==> config.mk <==
export PLATFORM = sky130hd
export DESIGN_NAME = tm_event_gateway
export DESIGN_NICKNAME = d
export VERILOG_FILES = /design/src/rtl/gw_pkg.sv /design/src/rtl/gw_datapath.sv /design/src/rtl/gw_control.sv /design/src/rtl/tm_event_gateway.sv
export SDC_FILE = /design/constraint.sdc
export NUM_CORES = 1
export LEC_CHECK = 0
export ABC_CLOCK_PERIOD_IN_PS = 5000
export BUFFER_PORTS_ARGS = -buffer_cell sky130_fd_sc_hd__buf_2
export CAP_MARGIN = 0
export CORE_ASPECT_RATIO = 2
export CORE_UTILIZATION = 52
export DETAILED_ROUTE_END_ITERATION = 16
export GPL_TIMING_DRIVEN = 1
export PLACE_DENSITY = 0.85
export RECOVER_POWER = 25
export SLEW_MARGIN = 20
export SYNTH_ARGS = -nofsm -noshare
export SYNTH_HDL_FRONTEND = slang
export SYNTH_SLANG_ARGS = --single-unit
==> constraint.sdc <==
create_clock -name clk -period 5 [get_ports clk]
set_input_delay 0.25 -clock clk [delete_from_list [all_inputs] [get_ports clk]]
set_output_delay 0.25 -clock clk [all_outputs]
set_load 0.03 [all_outputs]
==> src/rtl/gw_pkg.sv <==
package gw_pkg;
  // Strobes from control to datapath
  typedef struct packed {
    logic pop;      // remove head word from the queue
    logic selFill;  // present the fill word instead of the head word
  } gwStrobe_t;

  localparam logic [47:0] ID_PREFIX = 48'hFFFF_FFFF_0000;
  localparam logic [11:0] GROUP_M0  = 12'h12C;
  localparam logic [11:0] GROUP_M1  = 12'h154;
endpackage

==> src/rtl/gw_datapath.sv <==
module gw_datapath
  import gw_pkg::*;
#(
  parameter int DEPTH = 4,
  parameter int DL_W  = 32
) (
  input  logic            clk,
  input  logic            rst,
  input  logic            machineSel,
  input  logic [7:0]      cfgFillCode,
  input  logic [7:0]      cfgTrigCode,
  input  logic            msgValid,
  input  logic [11:0]     msgGroup,
  input  logic [11:0]     msgEvtNo,
  input  logic [7:0]      msgSeqId,
  input  logic [DL_W-1:0] msgDeadline,
  input  gwStrobe_t       strb,
  output logic            headValid,
  output logic [DL_W-1:0] headDeadline,
  output logic            headTrig,
  output logic [63:0]     txEventId,
  output logic            ovflStb
);
  localparam int PTR_W = (DEPTH > 1) ? $clog2(DEPTH) : 1;
  localparam int CNT_W = PTR_W + 1;

  logic [15:0]     memWord [DEPTH];
  logic [DL_W-1:0] memDl   [DEPTH];
  logic            memTrig [DEPTH];
  logic [PTR_W-1:0] wrPtr, rdPtr;
  logic [CNT_W-1:0] count;
  logic [7:0] fillQ, trigQ;

  logic groupOk, accept, full, push;

  always_comb begin
    groupOk = (msgGroup == (machineSel ? GROUP_M1 : GROUP_M0));
    accept  = msgValid && groupOk && (msgEvtNo < 12'd256);
    full    = (count == CNT_W'(DEPTH));
    push    = accept && !full;
  end

  always_ff @(posedge clk) begin
    if (push) begin
      memWord[wrPtr] <= {msgSeqId, msgEvtNo[7:0]};
      memDl[wrPtr]   <= msgDeadline;
      memTrig[wrPtr] <= (msgEvtNo[7:0] == trigQ);
    end
  end

  always_ff @(posedge clk) begin
    if (rst) begin
      wrPtr   <= '0;
      rdPtr   <= '0;
      count   <= '0;
      ovflStb <= 1'b0;
      fillQ   <= cfgFillCode;
      trigQ   <= cfgTrigCode;
    end else begin
      ovflStb <= accept && full;
      if (push) wrPtr <= (wrPtr == PTR_W'(DEPTH-1)) ? '0 : wrPtr + 1'b1;
      if (strb.pop) rdPtr <= (rdPtr == PTR_W'(DEPTH-1)) ? '0 : rdPtr + 1'b1;
      count <= count + CNT_W'(push) - CNT_W'(strb.pop);
    end
  end

  always_comb begin
    headValid    = (count != '0);
    headDeadline = memDl[rdPtr];
    headTrig     = memTrig[rdPtr];
    txEventId    = {ID_PREFIX, strb.selFill ? {8'h00, fillQ} : memWord[rdPtr]};
  end

  // occupancy never exceeds the queue depth
  a_r7_count_bound: assert property (@(posedge clk) disable iff (rst)
    count <= CNT_W'(DEPTH));
  // a drop pulse only follows a cycle with a full queue
  a_r7_ovfl_when_full: assert property (@(posedge clk) disable iff (rst)
    ovflStb |-> $past(count) == CNT_W'(DEPTH));
  // control never pops an empty queue
  a_r4_pop_nonempty: assert property (@(posedge clk) disable iff (rst)
    strb.pop |-> count != '0);
endmodule

==> src/rtl/gw_control.sv <==
module gw_control
  import gw_pkg::*;
#(
  parameter int SEND_CYCLES  = 20,
  parameter int BURST_CYCLES = 180,
  parameter int IDLE_CYCLES  = 900,
  parameter int FILL_CYCLES  = 900,
  parameter int DL_W         = 32
) (
  input  logic            clk,
  input  logic            rst,
  input  logic            headValid,
  input  logic [DL_W-1:0] headDeadline,
  input  logic            headTrig,
  input  logic [DL_W-1:0] nowTime,
  input  logic            txReady,
  output gwStrobe_t       strb,
  output logic            txValid,
  output logic            lateStb,
  output logic            idleEnterStb,
  output logic            idleExitStb
);
  localparam int BUSY_MAX = (BURST_CYCLES > SEND_CYCLES) ? BURST_CYCLES : SEND_CYCLES;
  localparam int TMR_MAX  = (IDLE_CYCLES > FILL_CYCLES) ? IDLE_CYCLES : FILL_CYCLES;
  localparam int BUSY_W   = $clog2(BUSY_MAX + 1);
  localparam int TMR_W    = $clog2(TMR_MAX + 1);

  logic [BUSY_W-1:0] busyCnt;
  logic [TMR_W-1:0]  tmr;
  logic              idle, fillPend;
  logic [DL_W-1:0]   diff;
  logic              busy, due, realGo, fillGo, fire;

  always_comb begin
    diff         = nowTime - headDeadline;
    busy         = (busyCnt != '0);
    due          = headValid && !diff[DL_W-1];
    realGo       = !busy && due;
    fillGo       = !busy && !due && fillPend;
    txValid      = realGo || fillGo;
    fire         = txValid && txReady;
    strb.pop     = realGo && txReady;
    strb.selFill = !realGo;
  end

  always_ff @(posedge clk) begin
    if (rst) begin
      busyCnt      <= '0;
      tmr          <= '0;
      idle         <= 1'b0;
      fillPend     <= 1'b0;
      lateStb      <= 1'b0;
      idleEnterStb <= 1'b0;
      idleExitStb  <= 1'b0;
    end else begin
      lateStb      <= strb.pop && (diff != '0);
      idleEnterStb <= 1'b0;
      idleExitStb  <= 1'b0;

      if (fire)
        busyCnt <= (realGo && headTrig) ? BUSY_W'(BURST_CYCLES - 1) : BUSY_W'(SEND_CYCLES - 1);
      else if (busy)
        busyCnt <= busyCnt - 1'b1;

      if (fillGo && txReady) fillPend <= 1'b0;

      if (strb.pop) begin
        tmr <= '0;
        if (idle) begin
          idle        <= 1'b0;
          idleExitStb <= 1'b1;
          fillPend    <= 1'b0;
        end
      end else if (!idle) begin
        if (tmr == TMR_W'(IDLE_CYCLES - 1)) begin
          idle         <= 1'b1;
          idleEnterStb <= 1'b1;
          fillPend     <= 1'b1;
          tmr          <= '0;
        end else begin
          tmr <= tmr + 1'b1;
        end
      end else begin
        if (tmr == TMR_W'(FILL_CYCLES - 1)) begin
          fillPend <= 1'b1;
          tmr      <= '0;
        end else begin
          tmr <= tmr + 1'b1;
        end
      end
    end
  end

  // an issue is followed by at least one quiet cycle
  a_r5_issue_gap: assert property (@(posedge clk) disable iff (rst)
    fire |=> !txValid);
  // late pulse only right after an issue
  a_r6_late_after_issue: assert property (@(posedge clk) disable iff (rst)
    lateStb |-> $past(fire));
  // entry and exit never pulse together
  a_r8_idle_pulse_excl: assert property (@(posedge clk) disable iff (rst)
    !(idleEnterStb && idleExitStb));
  // exit only follows a real issue
  a_r9_exit_after_real: assert property (@(posedge clk) disable iff (rst)
    idleExitStb |-> $past(strb.pop));
  // offer is held while the transmitter stalls
  a_r4_hold_on_stall: assert property (@(posedge clk) disable iff (rst)
    (txValid && !txReady && !strb.selFill) |=> txValid);
endmodule

==> src/rtl/tm_event_gateway.sv <==
module tm_event_gateway
  import gw_pkg::*;
#(
  parameter int DEPTH        = 4,
  parameter int DL_W         = 32,
  parameter int SEND_CYCLES  = 20,
  parameter int BURST_CYCLES = 180,
  parameter int IDLE_CYCLES  = 900,
  parameter int FILL_CYCLES  = 900
) (
  input  logic            clk,
  input  logic            rst,
  input  logic            machineSel,
  input  logic [7:0]      cfgFillCode,
  input  logic [7:0]      cfgTrigCode,
  input  logic [DL_W-1:0] nowTime,
  input  logic            msgValid,
  input  logic [11:0]     msgGroup,
  input  logic [11:0]     msgEvtNo,
  input  logic [7:0]      msgSeqId,
  input  logic [DL_W-1:0] msgDeadline,
  input  logic            txReady,
  output logic            txValid,
  output logic [63:0]     txEventId,
  output logic            lateStb,
  output logic            ovflStb,
  output logic            idleEnterStb,
  output logic            idleExitStb
);
  gwStrobe_t       strb;
  logic            headValid, headTrig;
  logic [DL_W-1:0] headDeadline;

  gw_datapath #(.DEPTH(DEPTH), .DL_W(DL_W)) u_dp (
    .clk(clk), .rst(rst), .machineSel(machineSel),
    .cfgFillCode(cfgFillCode), .cfgTrigCode(cfgTrigCode),
    .msgValid(msgValid), .msgGroup(msgGroup), .msgEvtNo(msgEvtNo),
    .msgSeqId(msgSeqId), .msgDeadline(msgDeadline), .strb(strb),
    .headValid(headValid), .headDeadline(headDeadline), .headTrig(headTrig),
    .txEventId(txEventId), .ovflStb(ovflStb)
  );

  gw_control #(
    .SEND_CYCLES(SEND_CYCLES), .BURST_CYCLES(BURST_CYCLES),
    .IDLE_CYCLES(IDLE_CYCLES), .FILL_CYCLES(FILL_CYCLES), .DL_W(DL_W)
  ) u_ctl (
    .clk(clk), .rst(rst), .headValid(headValid), .headDeadline(headDeadline),
    .headTrig(headTrig), .nowTime(nowTime), .txReady(txReady), .strb(strb),
    .txValid(txValid), .lateStb(lateStb),
    .idleEnterStb(idleEnterStb), .idleExitStb(idleExitStb)
  );
endmodule

* Word level (Yosys, flattened, before mapping) *
Memory sizes are Yosys's and may differ from the RTL's. A register that Yosys moved wholly into a read port is not among the register bits.
Cells that the tools add are included.

cells by class
  muxes and demuxes = 22
  equal/unequal tests = 6
  bitwise operators = 1
  $add $sub $neg = 7
  reductions and logical operators = 26
  $lt $le $gt $ge = 1

operators with widths
  cell                                                                           count
  32-bit nonzero test                                                            1
  32-bit subtractor                                                              1
  8-bit 2-to-1 mux                                                               3
  16-bit 2-to-1 mux                                                              1
  2-bit 2-to-1 mux                                                               8
  1-bit logical AND                                                              13
  12-bit == test                                                                 1
  12-bit by 9-bit less-than comparator with 1-bit output, second input constant  1
  10-bit by 1-bit adder with 10-bit output, second input constant                1
  10-bit == test, second input constant                                          1
  1-bit 2-to-1 mux                                                               9
  8-bit == test                                                                  1
  8-bit nonzero test                                                             1
  8-bit by 1-bit subtractor with 8-bit output, second input constant             1
  7-bit 2-to-1 mux                                                               1
  3-bit OR reduction                                                             2
  2-bit by 1-bit adder with 2-bit output, second input constant                  2
  2-bit == test, second input constant                                           2
  1-bit logical NOT                                                              4
  2-bit OR reduction                                                             2
  3-bit by 1-bit adder with 3-bit output                                         1
  3-bit == test, second input constant                                           1
  3-bit nonzero test                                                             1
  3-bit by 1-bit subtractor with 3-bit output                                    1
  other kinds (3)                                                                3

word-level totals
  memory bits (writable) = 196
  memories kept = 3
  register bits = 47
  logic and storage cells = 79

memories
  name          words  width  rd ports  clocked after memory_dff  wr ports  RTL line           text
  u_dp.memDl    4      32     1         1                         1         gw_datapath.sv:28  logic [DL_W-1:0] memDl [DEPTH];
  u_dp.memWord  4      16     1         1                         1         gw_datapath.sv:27  logic [15:0] memWord [DEPTH];
  u_dp.memTrig  4      1      1         1                         1         gw_datapath.sv:29  logic memTrig [DEPTH];

* Logic depth before layout (Yosys ltp) *
  depth after elaboration = 10
  depth in mapped cells = 21

* Hierarchy *
A second synthesis with hierarchy kept.

unflattened totals
  cells, all modules = 851
  area, all modules = 11860.1 µm²

modules (own cells, without submodules)
  module       sequential area each (µm²)  instances  cells an instance  area an instance (µm²)
  gw_datapath  6566.3                      1          412                8733.4
  gw_control   460.4                       1          439                3126.7

* Least setup slack after synthesis *
Ideal clock, no wire load.

  kind = reg2reg
  start point = reg with a tool-made name
  end point = reg u_dp.count[2]
  period minus slack after synthesis = 5.222 ns
  arrival = 5.094 ns
  stages on the path, launching flop included = 22
  slack = -0.222 ns
  path through = dfxtp_1 -> clkbuf_1 -> buf_1 -> buf_1 -> mux4_2 -> inv_1 -> ha_1 -> buf_6 -> a21oi_4 -> o21a_1 -> o31ai_1 -> a21o_1 -> a221o_1 -> o21a_2 -> o2111ai_4 -> inv_2 -> ha_1 -> inv_1 -> ha_1 -> fa_1 -> xnor2_1 -> nor2_1

RTL lines
  element                 RTL line           text
  end signal: assignment  gw_datapath.sv:63  count <= count + CNT_W'(push) - CNT_W'(strb.pop);
  end: declaration        gw_datapath.sv:31  logic [CNT_W-1:0] count;

==> results.md <==
* status: complete, but fails checks
* violated checks: max-capacitance violations, max-slew violations
* Detailed Place HPWL: 18.7 mm
* clock period minus final worst setup slack: 4780 ps
* starting utilization of the core area: 53.1%
* layout overhead on the synthesized area: 18.9%
* clock transition at the registers of the reported paths: 80 ps
* DRT iter0 DRCs: 371
* cell area after synthesis: 11700 um2
* worst reg-to-reg setup slack: 500 ps
* Post-synth ARST share: 0%
* Max rail drop VDD: 0.356 mV
* height of the die: 214 um
* detailed-routing iteration count for the pre-antenna-repair pass: 5
* kind of critical path: reg -> out
* max-cap violations: 1
* endpoint type of the worst setup path: primary output
* initial antenna violation count: 3
* root buffer selected by CTS: sky130_fd_sc_hd__clkbuf_16
* worst slew margin relative to its limit: -8.45%
* number of buffers inserted by port buffering: 137
* final WL: 26.6 mm
* clock tree from TritonCTS: yes
* highest-delay cell along the critical path: sky130_fd_sc_hd__mux4_2
* cell breakdown of the critical path: buf_4 -> mux4_2 -> inv_1 -> ha_1 -> nand2_1 -> o21a_1 -> o31ai_2 -> a21o_1 -> a221o_1 -> or3_4 -> a21oi_4 -> nand2_4 -> mux2_4 -> buf_2
* pin count of the biggest net entering global routing: 40
* Vias per Instance: 5.72
* nature of the critical path startpoint: register
* FP Rows: 77
* fraction of the cycle the final worst path needs: 95.6%
* global placer's final weighted congestion: 0.911
* type of the tightest min-delay check: in -> reg
* power per cell area: 311 nW/um2
* Skew-Pair Late Insertion Delay: 510 ps
* overall fraction of global-route tracks in use: 23.8%
* capture point of the worst reg-to-reg path: u_dp.count[2]$_SDFF_PP0_
* fill count: 1602
* number of global-route vias before repair: 7948
* cell count of the worst hold path: 4
* Final Net Count: 1197
* required arrival time at the worst endpoint: 4750 ps
* unrepaired setup endpoints after global routing: false
* Worst Path Max Fanout: 12
* first-pass GRT wire length: 41.3 mm
* syn avg cell area: 14.3 um2
* number of enable flip-flop cells after synthesis: 212
* synth unique cells: 74
* Tightest Pin Transition: 1630 ps
* layout cells sized above 1: 22.8%
* hold violation count in the final report: 0
* WL per Instance: 20.0 um
* area of the die: 23200 um2
* final setup TNS: 0 ps
* via count: 7610
* data arrival time of the critical path: 4530 ps
* count of warnings emitted by yosys: 0
* FF+latch count, synth: 245
* primary flip-flop cell chosen by synthesis mapping: sky130_fd_sc_hd__edfxtp_1
* final hold slack: 94.1 ps
* Largest stage delay, worst path: 510 ps
* largest clock skew in the final design: 21.1 ps
* Highest Clock Rate: 209 MHz
* Slew Viols, Final: 33
* Core ar.: 22100 um2
* clock tree sinks: 245
* final setup vio count: 0
* static leakage: 0.00520 uW
* detailed-route DRC error count: 0
* horizontal die dimension: 108 um
* Worst Hold Path EP: u_dp.ovflStb$_SDFF_PP0_
* overall overflow remaining after global route: 0
* Worst Reg2Reg Path Length in Cells: 18
* maximum clock path buffer count: 3
* hold path startpoint: msgEvtNo[8]
* post-synthesis instance total: 818
* ports placed on the boundary: 186
* sequential-to-total area share from yosys stat: 60.0%
* number of nets with antenna violations after detailed routing: 0
* total clock buffers created by CTS: 20
* Max H-tree Level: 1
## synth_stat cells (all sizes together) (5+ instances only)
library cell | instances | area [um2]
edfxtp | 212 | 6370
nor3 | 16 | 96.4
a21oi | 40 | 223
xnor2 | 25 | 219
a211oi | 7 | 57.6
and3 | 15 | 93.8
nand4 | 9 | 56.3
o211ai | 5 | 37.5
o21a | 12 | 91.3
mux2i | 7 | 70.1
and2 | 5 | 31.3
dfxtp | 33 | 661
or3 | 6 | 42.5
xor2 | 10 | 87.6
o2111ai | 5 | 61.3
a221oi | 5 | 43.8
buf | 58 | 408
nor2 | 42 | 158
ha | 40 | 500
nand3 | 12 | 60.1
o21ai | 16 | 87.6
mux4 | 49 | 1100
nand2 | 38 | 150
nor4 | 5 | 31.3
inv | 52 | 195
nor3b | 6 | 45.0
mux2 | 8 | 120
clkbuf | 13 | 48.8
a21o | 9 | 67.6
## logic make-up (layout without fill, tap and decap cells)
group | after synthesis | in the layout | synth area share, %
other cells | 2 | 51 | 0.0641
flops | 245 | 245 | 60.0
simple gates | 172 | 172 | 7.68
buf+inv | 123 | 310 | 5.57
mux | 64 | 64 | 11.0
xor+xnor | 35 | 35 | 2.62
compound gates | 135 | 135 | 8.40
fa+ha+maj | 42 | 42 | 4.62
## per-stage QoR
step / cells / util, % / setup WS (ps) / power (uW) / cell area [um2]
6_report: 1330 / 63.1 / 218 / 4330 / 13900
5_1_grt: 1330 / 63.1 / 54.7 / 4480 / 13900
4_1_cts: 1321 / 63.0 / 99.2 / 4350 / 13900
3_5_place_dp: 1222 / 57.3 / 438 / 2820 / 12600
3_3_place_gp: 1222 / 57.3 / 504 / 2810 / 12600
2_1_floorplan: 864 / - / 12.2 / 2700 / 11900
## worst max-delay path by stage
stage | depth (start not counted) | end | slack (ps)
finish | 14 | txEventId[1] | 220
global route | 14 | txEventId[1] | 50
CTS | 14 | txEventId[5] | 100
detailed placement | 18 | u_dp.count[2]$_SDFF_PP0_ | 440
global placement | 18 | u_dp.count[2]$_SDFF_PP0_ | 500
floorplan | 21 | u_dp.count[2]$_SDFF_PP0_ | 10
## layout make-up
cell class	count	area [um2]	area share, %
Sequential cell	245	7030	50.5
Multi-Input combinational cell	496	4220	30.3
Timing Repair Buffer	223	1510	10.8
Clock buffer	30	579	4.16
Tap cell	276	345	2.48
Inverter	52	195	1.40
Clock inverter	5	33.8	0.243
Antenna cell	3	7.51	0.0539
## power breakdown
part / switching [uW] / internal (uW)
sequential: 33.9 / 2250
clock: 689 / 808
combinational: 325 / 220
## flip-flops by register name, summed over array words and instances (netlist names), named ones only
| name | count |
|---|---|
| u_ctl.idleEnterStb | 1 |
| u_dp.rdPtr | 2 |
| u_ctl.idle | 1 |
| u_ctl.lateStb | 1 |
| u_dp.wrPtr | 2 |
| u_dp.fillQ | 8 |
| u_dp.memWord | 64 |
| u_dp.ovflStb | 1 |
| u_dp.memTrig | 4 |
| u_dp.trigQ | 8 |
| u_dp.count | 3 |
| u_ctl.idleExitStb | 1 |
| u_ctl.fillPend | 1 |
| u_dp.memDl | 128 |
| u_ctl.tmr | 10 |
| u_ctl.busyCnt | 8 |
## placed cells by master, fill, tap and decap left out, types with 4 or more instances in the layout
cell,Yosys,final
sky130_fd_sc_hd__edfxtp_1,212,212
sky130_fd_sc_hd__nor3b_1,6,6
sky130_fd_sc_hd__inv_1,51,51
sky130_fd_sc_hd__nand2b_1,4,4
sky130_fd_sc_hd__and2_2,0,4
sky130_fd_sc_hd__mux2i_1,7,7
sky130_fd_sc_hd__a31oi_1,4,4
sky130_fd_sc_hd__buf_4,48,18
sky130_fd_sc_hd__xnor2_1,25,25
sky130_fd_sc_hd__conb_1,2,48
sky130_fd_sc_hd__o2111ai_1,4,4
sky130_fd_sc_hd__buf_2,2,110
sky130_fd_sc_hd__dfxtp_1,33,31
sky130_fd_sc_hd__nand2_1,37,37
sky130_fd_sc_hd__ha_1,40,40
sky130_fd_sc_hd__and3_1,15,15
sky130_fd_sc_hd__o21a_1,11,11
sky130_fd_sc_hd__nor4_1,5,5
sky130_fd_sc_hd__nand3_1,12,12
sky130_fd_sc_hd__nor2b_1,4,4
sky130_fd_sc_hd__a211oi_1,6,6
sky130_fd_sc_hd__dlygate4sd3_1,0,64
sky130_fd_sc_hd__mux4_2,49,49
sky130_fd_sc_hd__a21oi_1,38,38
sky130_fd_sc_hd__o211ai_1,5,5
sky130_fd_sc_hd__a21o_1,9,9
sky130_fd_sc_hd__o21ai_0,12,12
sky130_fd_sc_hd__nor2_1,42,42
sky130_fd_sc_hd__buf_12,0,4
sky130_fd_sc_hd__mux2_4,8,8
sky130_fd_sc_hd__a221oi_1,5,5
sky130_fd_sc_hd__clkbuf_1,13,33
sky130_fd_sc_hd__nand4_1,9,9
sky130_fd_sc_hd__nor3_1,14,14
sky130_fd_sc_hd__or3_1,5,5
sky130_fd_sc_hd__clkbuf_16,0,21
sky130_fd_sc_hd__o22ai_1,4,4
sky130_fd_sc_hd__xor2_1,10,10
## metal layers
metal  routed length [um]  share of wire [%]  vias up  global-route usage, %
met1                 9100                 34     3746                   24.3
li1                     -                  -     3489                      -
met3                 1130                4.3       78                   2.46
met4                 1450                5.4        0                   14.6
met5                    0                  0        -                      0
met2                14900                 56      297                   44.6
## worst max-delay path: cells and delay by family (launching register included)
family / cells / cell delay (ps)
adder cells (fa/ha/maj): 1 / 280
multiplexers: 2 / 890
buffers and inverters: 3 / 490
flip-flops: 1 / 470
AND/OR/NAND/NOR: 3 / 770
AO/OA/AOI/OAI: 5 / 1110
## timing repair
action,in CTS,in global routing
buffers inserted,0,6
hold buffers,64,0
endpoints found under the hold margin,208,0
endpoints found under the setup margin,0,9
gates resized for setup,0,2
Power figures use the tool's default switching activity.
